===== src/rtl/flash_pin_seq.sv =====
`timescale 1ns/1ps
module flash_pin_seq #(
  parameter int AW        = 16,
  parameter int MIN_RST   = 3,
  parameter int SHUT_CYC  = 6,
  parameter int RD_REC    = 5,
  parameter int WR_REC    = 8,
  parameter int PROG_CYC  = 20,
  parameter int ERASE_CYC = 60
) (
  input  logic          clk,
  input  logic          por_n,
  input  logic          dev_sel_n,
  input  logic          out_en_n,
  input  logic          wr_strobe_n,
  input  logic          rst_pd_n,
  input  logic [AW-1:0] addr,
  input  logic [7:0]    wdata,
  output logic          dq_oe,
  output logic [1:0]    rd_src,
  output logic [2:0]    bus_mode,
  output logic [7:0]    status,
  output logic          busy,
  output logic          not_ready,
  output logic          access_err,
  output logic          invalid,
  output logic          lat_stb,
  output logic [AW-1:0] lat_addr,
  output logic [7:0]    lat_data
);
  localparam int RMAX = (RD_REC > WR_REC) ? RD_REC : WR_REC;
  localparam int OMAX = (PROG_CYC > ERASE_CYC) ? PROG_CYC : ERASE_CYC;
  localparam int RCW  = $clog2(RMAX + 1);
  localparam int OPW  = $clog2(OMAX + 1);
  localparam int SCW  = $clog2(SHUT_CYC + 1);
  localparam int LCW  = $clog2(MIN_RST + 1);

  localparam logic [1:0] ST_NORM = 2'd0, ST_SHUT = 2'd1, ST_PD = 2'd2;
  localparam logic [1:0] M_ARRAY = 2'd0, M_ID = 2'd1, M_STAT = 2'd2, M_QRY = 2'd3;
  localparam logic [1:0] S_NONE = 2'd0, S_PROG = 2'd1, S_ERASE = 2'd2;

  logic [1:0]     st, rmode, setup;
  logic [LCW-1:0] lo_cnt;
  logic [SCW-1:0] sh_cnt;
  logic [RCW-1:0] rd_wait, wr_wait;
  logic [OPW-1:0] op_cnt;
  logic           wstb_q;
  logic [AW-1:0]  a_hold;
  logic [7:0]     d_hold;

  logic norm, rst_hit, wstb, wr_edge, rd_try, known;

  assign norm    = (st == ST_NORM);
  assign rst_hit = !rst_pd_n && (lo_cnt == LCW'(MIN_RST - 1));
  assign wstb    = !dev_sel_n && !wr_strobe_n && out_en_n && rst_pd_n;
  assign wr_edge = wstb_q && !wstb;
  assign rd_try  = !dev_sel_n && !out_en_n && wr_strobe_n && rst_pd_n;
  assign known   = (d_hold == 8'hFF) || (d_hold == 8'h90) ||
                   (d_hold == 8'h70) || (d_hold == 8'h98);

  assign dq_oe     = norm && rd_try && (rd_wait == '0);
  assign busy      = (op_cnt != '0);
  assign not_ready = !norm || (rd_wait != '0) || (wr_wait != '0);
  assign rd_src    = rmode;

  always_comb begin
    if (!norm)                           bus_mode = 3'd0;
    else if (dev_sel_n)                  bus_mode = 3'd1;
    else if (!wr_strobe_n && out_en_n)   bus_mode = 3'd4;
    else if (!out_en_n && wr_strobe_n)   bus_mode = 3'd3;
    else                                 bus_mode = 3'd2;
  end

  always_ff @(posedge clk or negedge por_n) begin
    if (!por_n) begin
      st <= ST_NORM; rmode <= M_ARRAY; setup <= S_NONE;
      lo_cnt <= '0; sh_cnt <= '0; rd_wait <= '0; wr_wait <= '0;
      op_cnt <= '0; wstb_q <= 1'b0; a_hold <= '0; d_hold <= '0;
      status <= 8'h80; invalid <= 1'b0; access_err <= 1'b0;
      lat_stb <= 1'b0; lat_addr <= '0; lat_data <= '0;
    end else begin
      lo_cnt     <= rst_pd_n ? '0 : ((lo_cnt == LCW'(MIN_RST)) ? lo_cnt : lo_cnt + LCW'(1));
      lat_stb    <= 1'b0;
      access_err <= 1'b0;
      case (st)
        ST_NORM: begin
          if (rst_hit) begin
            wstb_q  <= 1'b0;
            setup   <= S_NONE;
            rmode   <= M_ARRAY;
            rd_wait <= '0;
            wr_wait <= '0;
            if (op_cnt != '0) begin
              st      <= ST_SHUT;
              sh_cnt  <= SCW'(SHUT_CYC);
              op_cnt  <= '0;
              invalid <= 1'b1;
            end else begin
              st     <= ST_PD;
              status <= 8'h80;
            end
          end else begin
            wstb_q <= wstb;
            if (wstb) begin
              a_hold <= addr;
              d_hold <= wdata;
            end
            if (rd_wait != '0) rd_wait <= rd_wait - RCW'(1);
            if (wr_wait != '0) wr_wait <= wr_wait - RCW'(1);
            access_err <= (rd_try && rd_wait != '0) || (wr_edge && wr_wait != '0);
            if (op_cnt != '0) begin
              op_cnt <= op_cnt - OPW'(1);
              if (op_cnt == OPW'(1)) begin
                status  <= 8'h80;
                invalid <= 1'b0;
              end
            end else if (wr_edge && wr_wait == '0) begin
              case (setup)
                S_PROG: begin
                  setup    <= S_NONE;
                  op_cnt   <= OPW'(PROG_CYC);
                  status   <= 8'h00;
                  rmode    <= M_STAT;
                  lat_stb  <= 1'b1;
                  lat_addr <= a_hold;
                  lat_data <= d_hold;
                end
                S_ERASE: begin
                  setup <= S_NONE;
                  if (d_hold == 8'hD0) begin
                    op_cnt   <= OPW'(ERASE_CYC);
                    status   <= 8'h00;
                    rmode    <= M_STAT;
                    lat_stb  <= 1'b1;
                    lat_addr <= a_hold;
                    lat_data <= d_hold;
                  end else begin
                    rmode <= M_ARRAY;
                  end
                end
                default: begin
                  if (d_hold == 8'h40) setup <= S_PROG;
                  if (d_hold == 8'h20) setup <= S_ERASE;
                  if (known) begin
                    lat_stb  <= 1'b1;
                    lat_addr <= a_hold;
                    lat_data <= d_hold;
                  end
                  case (d_hold)
                    8'hFF:   rmode <= M_ARRAY;
                    8'h90:   rmode <= M_ID;
                    8'h70:   rmode <= M_STAT;
                    8'h98:   rmode <= M_QRY;
                    default: rmode <= rmode;
                  endcase
                end
              endcase
            end
          end
        end
        ST_SHUT: begin
          if (sh_cnt == SCW'(1)) begin
            status <= 8'h80;
            rmode  <= M_ARRAY;
            if (rst_pd_n) begin
              st      <= ST_NORM;
              rd_wait <= RCW'(RD_REC);
              wr_wait <= RCW'(WR_REC);
            end else begin
              st <= ST_PD;
            end
          end else begin
            sh_cnt <= sh_cnt - SCW'(1);
          end
        end
        default: begin
          if (rst_pd_n) begin
            st      <= ST_NORM;
            rd_wait <= RCW'(RD_REC);
            wr_wait <= RCW'(WR_REC);
          end
        end
      endcase
    end
  end


  pd_quiet_chk: assert property (@(posedge clk) disable iff (!por_n)
    (st == ST_PD) |-> (!dq_oe && !busy && not_ready));


  busy_src_chk: assert property (@(posedge clk) disable iff (!por_n)
    busy |-> (rd_src == M_STAT && !status[7]));


  done_ready_chk: assert property (@(posedge clk) disable iff (!por_n)
    ($fell(busy) && norm) |-> (status == 8'h80));


  shut_quiet_chk: assert property (@(posedge clk) disable iff (!por_n)
    (st == ST_SHUT) |-> (invalid && !busy && !dq_oe));


  wake_block_chk: assert property (@(posedge clk) disable iff (!por_n)
    (norm && $past(st) != ST_NORM) |-> (not_ready && !dq_oe && rd_src == M_ARRAY && status == 8'h80));


  err_window_chk: assert property (@(posedge clk) disable iff (!por_n)
    access_err |-> $past(not_ready));


  inv_rise_chk: assert property (@(posedge clk) disable iff (!por_n)
    $rose(invalid) |-> $past(busy));
endmodule


===== config.mk =====
export PLATFORM = sky130hd
export DESIGN_NAME = flash_pin_seq
export DESIGN_NICKNAME = d
export VERILOG_FILES = /design/src/rtl/flash_pin_seq.sv
export SDC_FILE = /design/constraint.sdc
export NUM_CORES = 1
export LEC_CHECK = 0
export ABC_AREA = 1
export BUFFER_PORTS_ARGS = -buffer_cell sky130_fd_sc_hd__buf_2
export CORE_UTILIZATION = 35
export DETAILED_ROUTE_END_ITERATION = 8
export PLACE_DENSITY_LB_ADDON = 0.3
export SLEW_MARGIN = 40
export SYNTH_ARGS = -nofsm -noshare
export SYNTH_HDL_FRONTEND = slang
export SYNTH_SLANG_ARGS = --single-unit

===== constraint.sdc =====
create_clock -name clk -period 1.6 [get_ports clk]
set_input_delay 0.32 -clock clk [delete_from_list [all_inputs] [get_ports clk]]
set_output_delay 0.32 -clock clk [all_outputs]
set_load 0.005 [all_outputs]

==> impl_metrics.ini, run 1 <==
[yosys]
ys_seq_area_share_pct = 49.2
yosysWarnings = 0
ys_ff_latch = 78
postSynthAreaPerCell_um2 = 8.03
synth-async-reset-ratio_pct = 100
synthCells = 494
synth_enable_flop_cells = 0
synth_area_um2 = 3970
ys.flop_type = dfrtp_1
synth_cell_types = 37

[grt]
grt_max_degree = 29
grt_overflow = 0
grt_pass1_vias = 3786
grt_antenna_before_repair = 0
grt_pass1_wl_mm = 17.6
grt_usage_pct = 19.5

[routing]
final_antenna_net_count = 0
drt-total-wl_mm = 11.8
dr.pass1.iters = 4
wl_per_cell_um = 14.9
drtIter0Drc = 133
drcViolationCount = 0
routed-via-count = 3919
vias_per_cell = 4.95

[clock_network]
clk_pin_slew_ns = 0.06
cts-root-buf = clkbuf_16
cts_buffer_depth = 2
htree_levels = 3
cts_tree = built
clock-sinks = 78
clock_latency_ns = 0.34
numCtsBuffers = 9

[sta]
min_period_ns = 1.90
setup_ws_ns = -0.305
rsz0062_at_grt = true
report.final.slew_viol_count = 0
fin_skew_ns = 0.00752
finalSetupViolCount = 48
hold_slack_ns = 0.206
hold_viol = 0
min_period_over_period_pct = 119
max_freq_mhz = 525

[floorplanning]
start_util_pct = 36.3
num_io_pins = 73
core_area_um2 = 10900
rows = 38
die_x_um = 108
die_h_um = 108
die_area_um2 = 11800

[status]
violations = setup timing
status = finished with violations

[worst_hold_path]
whs_path_depth = 3
hp-class = primary input to register
hold_end = a_hold[5]$_DFFE_PN0P_
min_from = addr[5]

[setup_path]
path_cells = inv_2 > ha_4 > inv_2 > nor3_4 > buf_6 > buf_6 > nand3_2 > buf_2
crit_family = buffers and inverters
start_kind = register
rrSetupSlack_ns = -0.22
crit_type = register to output port
required_ns = 1.28
crit_path_max_incr_delay_ns = 0.40
critPathBufInv = 5
slowest_stage = dfrtp_1
cp.arrival_ns = 1.58
rr_worst_depth = 11
rr_endpoint = lat_addr[9]$_DFFE_PN0P_
cp_max_fo = 2
endpoint_kind = output port
r2r-start = wr_wait[0]$_DFFE_PN0P_

[cells_and_area]
final_layout_size_suffix_gt1_share_pct = 44.2
fin_util_pct = 55.8
syn2layout_area_growth_pct = 53.9
multi_input_area_um2 = 2260
fin_nets = 686
nFillCells = 957
insertedDiodeCount = 0
seq_area_um2 = 1960

[power_and_ir_drop]
ir_drop_uv = 765
power.switching_w = 0.00452
pwr-share-comb_pct = 53.3
switching_share_pct = 40.8
clockPowerShare_pct = 18.6
cellPowerDensity_nw_per_um2 = 1820
p_leak_nw = 3.15
power.internal_w = 0.00657
p_seq_share_pct = 28.2

[placement]
dpl.hpwl_mm = 7.27
dpl_worst_slack_ns = -0.0683
portBuffers = 65
gp_congestion = 0.810

[flow_run]
maxCapViolCount = 0
-- timing repair --
| action | in CTS | in global routing |
|---|---|---|
| hold buffers | 1 | 0 |
| gates resized for setup | 77 | 87 |
| cloned | 2 | 4 |
| endpoints found under the setup margin | 46 | 80 |
| setup buffers | 21 | 12 |
| endpoints found under the hold margin | 26 | 0 |
| pin swaps | 13 | 45 |
-- sequential cells by signal, summed over array words and instances (netlist names), 2 cells and up --
| signal | count |
|---|---|
| a_hold | 16 |
| d_hold | 8 |
| lat_addr | 16 |
| lat_data | 8 |
| lo_cnt | 2 |
| op_cnt | 6 |
| rd_src | 2 |
| rd_wait | 4 |
| setup | 2 |
| sh_cnt | 3 |
| st | 2 |
| wr_wait | 4 |
-- synthesized netlist by cell type, types with 3 or more instances --
cell type,count,area (µm²)
a21oi_1,13,65.1
a22oi_1,3,22.5
buf_2,5,25.0
buf_4,11,82.6
clkbuf_1,4,15.0
dfrtp_1,77,1930
ha_1,10,125
inv_1,41,154
inv_2,3,11.3
nand2_1,151,567
nand2_2,4,25.0
nand3_1,67,335
nand4_1,6,37.5
nor2_1,43,161
nor2_2,4,25.0
nor3_1,5,25.0
o21ai_0,15,75.1
o22ai_1,3,18.8
o31ai_1,3,22.5
xnor2_1,3,26.3
-- through the flow --
step	instance area (µm²)	setup TNS (ns)	cells	total power, W
finish	6110	-6.39	791	0.0111
global route	6110	-9.54	791	0.0118
CTS	5620	-5.90	780	0.0102
detailed placement	4850	-1.44	740	0.00700
global placement	4850	-0.173	740	0.00689
floorplan	3990	-0.372	500	0.00536
-- placed cells by master (no fill, tap or decap), types with 3 or more instances in the layout --
cell,instances
a21oi_1,7
a21oi_2,8
a22oi_1,3
buf_12,6
buf_2,62
buf_4,69
buf_6,17
clkbuf_16,13
conb_1,7
dfrtp_1,75
ha_1,6
ha_4,3
inv_1,30
inv_2,12
nand2_1,136
nand2_2,12
nand2_4,5
nand3_1,35
nand3_2,28
nand3_4,5
nand4_1,6
nor2_1,30
nor2_2,3
nor2_4,15
nor3_1,3
o21ai_0,6
o21ai_1,8
o21ai_2,3
xnor2_1,3
-- worst max-delay path by stage --
stage	to	cells past startpoint	slack (ns)	startpoint
global route	not_ready	8	-0.34	wr_wait[0]$_DFFE_PN0P_
detailed placement	lat_addr[6]$_DFFE_PN0P_	10	-0.07	wr_wait[0]$_DFFE_PN0P_
finish	not_ready	8	-0.30	wr_wait[0]$_DFFE_PN0P_
CTS	bus_mode[2]	5	-0.33	st[1]$_DFFE_PN0P_
global placement	lat_addr[2]$_DFFE_PN0P_	10	-0.02	wr_wait[0]$_DFFE_PN0P_
floorplan	lat_addr[10]$_DFFE_PN0P_	11	-0.02	wr_wait[0]$_DFFE_PN0P_
-- power groups by stage --
stage / clock network (W) / registers, W / logic [W]
2_1_floorplan: 0 / 0.00301 / 0.00235
3_3_place_gp: 0 / 0.00303 / 0.00386
3_5_place_dp: 0 / 0.00304 / 0.00396
4_1_cts: 0.00207 / 0.00302 / 0.00508
5_1_grt: 0.00217 / 0.00320 / 0.00642
6_report: 0.00206 / 0.00312 / 0.00591
-- worst min-delay path, delay by kind of cell --
family	cells	cell delay, ns
simple gates	2	0.12
buf+inv	1	0.07
-- per-layer routing --
layer  wire (µm)  GRT usage (%)  vias to the layer above  part of all wire [%]
met5           0              0                        -                     0
met4         402           10.7                        0                   3.4
met3         347           2.47                       25                   3.0
met2        5930           31.6                       84                    50
met1        5080           25.2                     1914                    43
li1            -              -                     1896                     -
-- cell families after synthesis --
kind of cell / after synthesis / share of synthesized area, %
buf+inv: 68 / 8.01
flops: 78 / 49.2
simple gates: 288 / 32.1
xor+xnor: 4 / 0.883
other cells: 1 / 0.0945
compound gates: 45 / 6.56
fa+ha+maj: 10 / 3.15
-- cell type report --
class / instances / share of cell area [%]
Clock buffer: 9 / 3.69
Inverter: 44 / 2.79
Multi-Input combinational cell: 354 / 37.0
Sequential cell: 78 / 32.0
Clock inverter: 7 / 1.19
Tap cell: 140 / 2.87
Timing Repair Buffer: 159 / 20.5
No activity file was read; power rests on OpenSTA's default activity.
==> run 2, diff against run 1 <==
--- a/config.mk
+++ b/config.mk
@@ -10,6 +10,7 @@
 export CORE_UTILIZATION = 35
 export DETAILED_ROUTE_END_ITERATION = 8
 export PLACE_DENSITY_LB_ADDON = 0.3
+export RECOVER_POWER = 25
 export SLEW_MARGIN = 40
 export SYNTH_ARGS = -nofsm -noshare
 export SYNTH_HDL_FRONTEND = slang
==> impl_metrics.ini, run 2 (synthesis results as in run 1) <==
[status]
status = finished with violations
violations = setup timing

[grt]
grt_usage_pct = 19.5
grt_antenna_before_repair = 0
grt_pass1_vias = 3786
grt_pass1_wl_mm = 17.6
grt_max_degree = 29
grt_overflow = 0

[sta]
fin_skew_ns = 0.00689
slew-limit-headroom_pct = 53.2
min_period_over_period_pct = 120
max_freq_mhz = 523
min_period_ns = 1.91
report.final.slew_viol_count = 0
worst-slew-pin-transition_ns = 0.701
rsz0062_at_grt = true
hold_viol = 0
setup_ws_ns = -0.314
finalSetupViolCount = 47
setup_tns_ns = -6.53

[floorplanning]
rows = 38
die_area_um2 = 11800
die_h_um = 108
die_x_um = 108
core_area_um2 = 10900
start_util_pct = 36.3
num_io_pins = 73

[setup_path]
start_kind = register
cp_max_fo = 2
endpoint_kind = output port
required_ns = 1.28
crit_type = register to output port
cp.arrival_ns = 1.59

[clock_network]
clock-sinks = 78
htree_levels = 3
cts_buffer_depth = 2
clk_pin_slew_ns = 0.06
cts_tree = built
clock_latency_ns = 0.34
cts-root-buf = clkbuf_16
numCtsBuffers = 9

[power_and_ir_drop]
cellPowerDensity_nw_per_um2 = 1820
p_seq_share_pct = 28.2
power.internal_w = 0.00656
clockPowerShare_pct = 18.6
ir_drop_uv = 757
power.switching_w = 0.00451
power.total_w = 0.0111
pwr-share-comb_pct = 53.2
switching_share_pct = 40.7
p_leak_nw = 3.14

[routing]
wl_met1_mm = 5.08
wl_met3_um = 376
met2_length_mm = 5.94
routed.top_layer = met4
wl_per_cell_um = 14.9
drtIter0Drc = 180
drcViolationCount = 0
final_antenna_net_count = 0
dr.pass1.iters = 4
routed-via-count = 3947
drt-total-wl_mm = 11.8
vias_per_cell = 4.99

[cells_and_area]
final_layout_size_suffix_gt1_share_pct = 44.2
nFillCells = 959
final_common_cell = nand2_1
insertedDiodeCount = 0
fin_util_pct = 55.6
design_area_um2 = 6080
final_cell_mix = nand2_1, dfrtp_1, buf_4
fin_nets = 686
syn2layout_area_growth_pct = 53.2
largestRegisters = a_hold x16, lat_addr x16

[placement]
dpl.hpwl_mm = 7.27
gp_congestion = 0.810
dpl_worst_slack_ns = -0.0683
placedInstanceArea_um2 = 4850
portBuffers = 65

[flow_run]
maxCapViolCount = 0

[worst_hold_path]
hp-class = primary input to register
[run 2: cell types whose count changed in the layout (fill, tap and decap cells not counted), sizes merged]
cell	change
buf	-1
clkbuf	+1
[run 2: stage by stage]
stage / std cells / hold WS (ns)
after floorplan: 500 / 0.0244
final: 791 / 0.205
after CTS: 780 / 0.205
after detailed placement: 740 / 0.271
after global placement: 740 / 0.267
after global routing: 791 / 0.227
[run 2: layout make-up]
class                   instances  area [µm²]  share of cell area (%)
well taps                     140         175                    2.88
inverters                      44         170                    2.80
repair buffers                159        1220                    20.1
clock inverters                 7        72.6                    1.19
multi-input cells             354        2260                    37.1
flip-flops and latches         78        1960                    32.2
clock buffers                   9         225                    3.70
[run 2: final timing paths]
check	from	endpoint	slack (ns)	cells past startpoint
max	wr_wait[0]$_DFFE_PN0P_	not_ready	-0.31	8
min in group asynchronous	por_n	lat_addr[12]$_DFFE_PN0P_	0.55	2
min	addr[5]	a_hold[5]$_DFFE_PN0P_	0.20	3
max reg2reg	wr_wait[0]$_DFFE_PN0P_	lat_addr[9]$_DFFE_PN0P_	-0.23	11
max in group asynchronous	por_n	status[7]$_DFFE_PN1P_	0.17	3
min reg2reg	lat_addr[2]$_DFFE_PN0P_	lat_addr[2]$_DFFE_PN0P_	0.46	2
[run 2: critical path, stage by stage (launching register included)]
cell	delay, ns
dfrtp_1	0.40
inv_2	0.09
ha_4	0.13
inv_2	0.04
nor3_4	0.15
buf_6	0.13
buf_6	0.10
nand3_2	0.07
buf_2	0.14
[run 2: timing repair]
item | CTS | global route
endpoints found under the hold margin | 26 | 0
resized for setup | 77 | 87
setup endpoints to repair | 46 | 80
setup buffers | 21 | 12
pin swaps | 13 | 45
hold buffers | 1 | 0
cloned | 2 | 4
[run 2: per-layer routing]
| metal | vias to the layer above | global-route usage [%] |
|---|---|---|
| met1 | 1945 | 25.2 |
| li1 | 1895 | - |
| met2 | 82 | 31.6 |
| met4 | 0 | 10.7 |
| met3 | 25 | 2.47 |
| met5 | - | 0 |
[run 2: power by group through the flow]
stage               Clock (W)  Combinational (W)  Sequential (W)
global route          0.00217            0.00642         0.00320
global placement            0            0.00386         0.00303
finish                0.00205            0.00589         0.00312
detailed placement          0            0.00396         0.00304
CTS                   0.00207            0.00508         0.00302
floorplan                   0            0.00235         0.00301
==> run 3, diff against run 2 <==
--- a/config.mk
+++ b/config.mk
@@ -5,9 +5,9 @@
 export SDC_FILE = /design/constraint.sdc
 export NUM_CORES = 1
 export LEC_CHECK = 0
-export ABC_AREA = 1
+export ABC_AREA = 0
 export BUFFER_PORTS_ARGS = -buffer_cell sky130_fd_sc_hd__buf_2
-export CORE_UTILIZATION = 35
+export CORE_UTILIZATION = 50
 export DETAILED_ROUTE_END_ITERATION = 8
 export PLACE_DENSITY_LB_ADDON = 0.3
 export RECOVER_POWER = 25
==> impl_metrics.ini, run 3 <==
[status]
status = finished with violations
violations = setup timing

[yosys]
synth-async-reset-ratio_pct = 100
synth_common_cells = dfrtp_1, mux2_2, nor2_1
ys_seq_area_share_pct = 50.0
yosysWarnings = 0
synth_top_cell_area_share_pct = 49.3
synthCells = 337
synth_area_leaders = dfrtp_1, mux2_2, mux2_4
yosys.area.top_type = dfrtp_1
synth_enable_flop_cells = 0
synth_area_um2 = 3900
post-synth-top-count-cell = dfrtp_1
synth_cell_types = 56
postSynthAreaPerCell_um2 = 11.6
ys_ff_latch = 78
ys.flop_type = dfrtp_1

[sta]
min_period_ns = 2.24
setup_tns_ns = -24.18
worst-slew-pin-transition_ns = 0.708
hold_viol = 0
hold_slack_ns = 0.186
min_period_over_period_pct = 140
slew-limit-headroom_pct = 52.8
setup_ws_ns = -0.636
max_freq_mhz = 447
report.final.slew_viol_count = 0
rsz0062_at_grt = true
finalSetupViolCount = 55
fin_skew_ns = 0.0140

[grt]
grt_overflow = 0
use_met2_pct = 44.3
grt_usage_pct = 25.5
busiest_layer = met2
met1_usage_pct = 30.4
grt_max_degree = 79
grt_util_met3_pct = 5.72
grt_antenna_before_repair = 0
grt_pass1_vias = 3452
grt_pass1_wl_mm = 16.3

[power_and_ir_drop]
p_leak_nw = 2.88
pwr-share-comb_pct = 55.6
power.switching_w = 0.00381
clockPowerShare_pct = 14.2
cellPowerDensity_nw_per_um2 = 1690
ir_drop_uv = 1030
p_seq_share_pct = 30.2
switching_share_pct = 38.6
power.internal_w = 0.00605

[setup_path]
crit_type = register to output port
cp.arrival_ns = 1.92
endpoint_kind = output port
path_cells = or4_4 > buf_4 > buf_6 > nor2_4 > inv_4 > buf_2
crit_path_max_incr_delay_ns = 0.57
required_ns = 1.28
slowest_stage = or4_4
rrSetupSlack_ns = -0.61
cp_max_fo = 3
start_kind = register

[cells_and_area]
design_area_um2 = 5830
final_cell_mix = buf_4, dfrtp_1, buf_2
final_common_cell = buf_4
fin_nets = 558
fin_util_pct = 78.6
nFillCells = 423
syn2layout_area_growth_pct = 49.2
largestRegisters = a_hold x16, lat_addr x16
final_layout_size_suffix_gt1_share_pct = 59.7
insertedDiodeCount = 0

[placement]
dpl.hpwl_mm = 6.24
gp_congestion = 0.855
placedInstanceArea_um2 = 4920
portBuffers = 65

[routing]
vias_per_cell = 5.57
drt-total-wl_mm = 11.3
routed-via-count = 3464
drtIter0Drc = 171
wl_per_cell_um = 18.2
dr.pass1.iters = 5
final_antenna_net_count = 0
drcViolationCount = 0

[floorplanning]
start_util_pct = 52.7
die_h_um = 90.4
rows = 31
core_area_um2 = 7410
num_io_pins = 73
die_area_um2 = 8170
die_x_um = 90.4

[flow_run]
maxCapViolCount = 0

[clock_network]
clock-sinks = 78
cts_tree = built
clk_pin_slew_ns = 0.09
cts_buffer_depth = 2
cts-root-buf = clkbuf_8
numCtsBuffers = 9
clock_latency_ns = 0.36
htree_levels = 3

[worst_hold_path]
hp-class = primary input to register
==> run 3: cell types whose count changed in the layout (fill, tap and decap cells not counted), sizes merged, moves of 4 or more <==
| cell | change |
|---|---|
| nand2 | -139 |
| nand3 | -65 |
| mux2 | +50 |
| buf | +29 |
| inv | -28 |
| nor2 | -20 |
| nor3 | +9 |
| nand4 | -7 |
| nor3b | +5 |
| nor2b | +4 |
| nor4 | +4 |
==> run 3: cells by family after synthesis <==
group / count (synthesis) / synth area share (%)
other: 1 / 0.0960
xor gates and xnor gates: 4 / 0.897
AOI/OAI and AO/OA: 63 / 10.9
DFF: 78 / 50.0
and+or+nand+nor: 96 / 13.3
adders and majority gates: 10 / 3.20
muxes: 50 / 16.3
buffers and inverters: 35 / 5.25
==> run 3: path summary, 6_finish.rpt <==
kind / startpoint / to / depth (start not counted)
setup / recovery: op_cnt[5]$_DFFE_PN0P_ / busy / 6
hold / removal: addr[4] / a_hold[4]$_DFFE_PN0P_ / 2
setup reg to reg: op_cnt[5]$_DFFE_PN0P_ / lat_addr[9]$_DFFE_PN0P_ / 6
hold reg to reg: a_hold[2]$_DFFE_PN0P_ / lat_addr[2]$_DFFE_PN0P_ / 1
max in group asynchronous: por_n / wstb_q$_DFFE_PN0N_ / 3
min in group asynchronous: por_n / rd_wait[1]$_DFFE_PN0P_ / 3
==> run 3: layout make-up <==
type                    count  area (µm²)  area share (%)
clock buffers               9         124            2.13
clock inverters             7        55.1           0.945
inverters                  14        55.1           0.945
multi-input cells         230        2130            36.5
flip-flops and latches     78        1950            33.5
well taps                  99         124            2.13
repair buffers            185        1390            23.8
==> run 3: what timing repair did <==
item / in CTS / in global routing
pin swaps: 21 / 23
gates cloned: 0 / 1
resized for setup: 57 / 44
setup endpoints to repair: 56 / 80
setup buffers: 13 / 27
hold buffers: 1 / 0
hold endpoints to repair: 59 / 0
==> run 3: power groups by stage <==
| stage | clock network, W | registers [W] | logic (W) |
|---|---|---|---|
| after floorplan | 0 | 0.00292 | 0.00194 |
| after global placement | 0 | 0.00292 | 0.00343 |
| after detailed placement | 0 | 0.00297 | 0.00355 |
| after CTS | 0.00142 | 0.00295 | 0.00430 |
| after global routing | 0.00150 | 0.00305 | 0.00582 |
| final | 0.00140 | 0.00298 | 0.00548 |
==> run 3: worst max-delay path, delay by kind of cell (launching register included) <==
| kind | cells | cell delay (ns) |
|---|---|---|
| and+or+nand+nor | 2 | 0.71 |
| buffers and inverters | 4 | 0.47 |
| DFF | 1 | 0.38 |
==> run 3: routing by layer <==
metal  vias up  part of all wire, %
met5         -                    0
met4         0                  4.5
met3        51                  5.4
met2       152                   50
met1      1698                   40
li1       1563                    -
==> run 3: per-stage QoR <==
stage,power (W),std cells,setup WS (ns)
4_1_cts,0.00867,598,-0.618
6_report,0.00986,622,-0.636
5_1_grt,0.0104,622,-0.710
2_1_floorplan,0.00486,343,-0.610
3_3_place_gp,0.00635,569,-0.546
3_5_place_dp,0.00652,569,-0.676
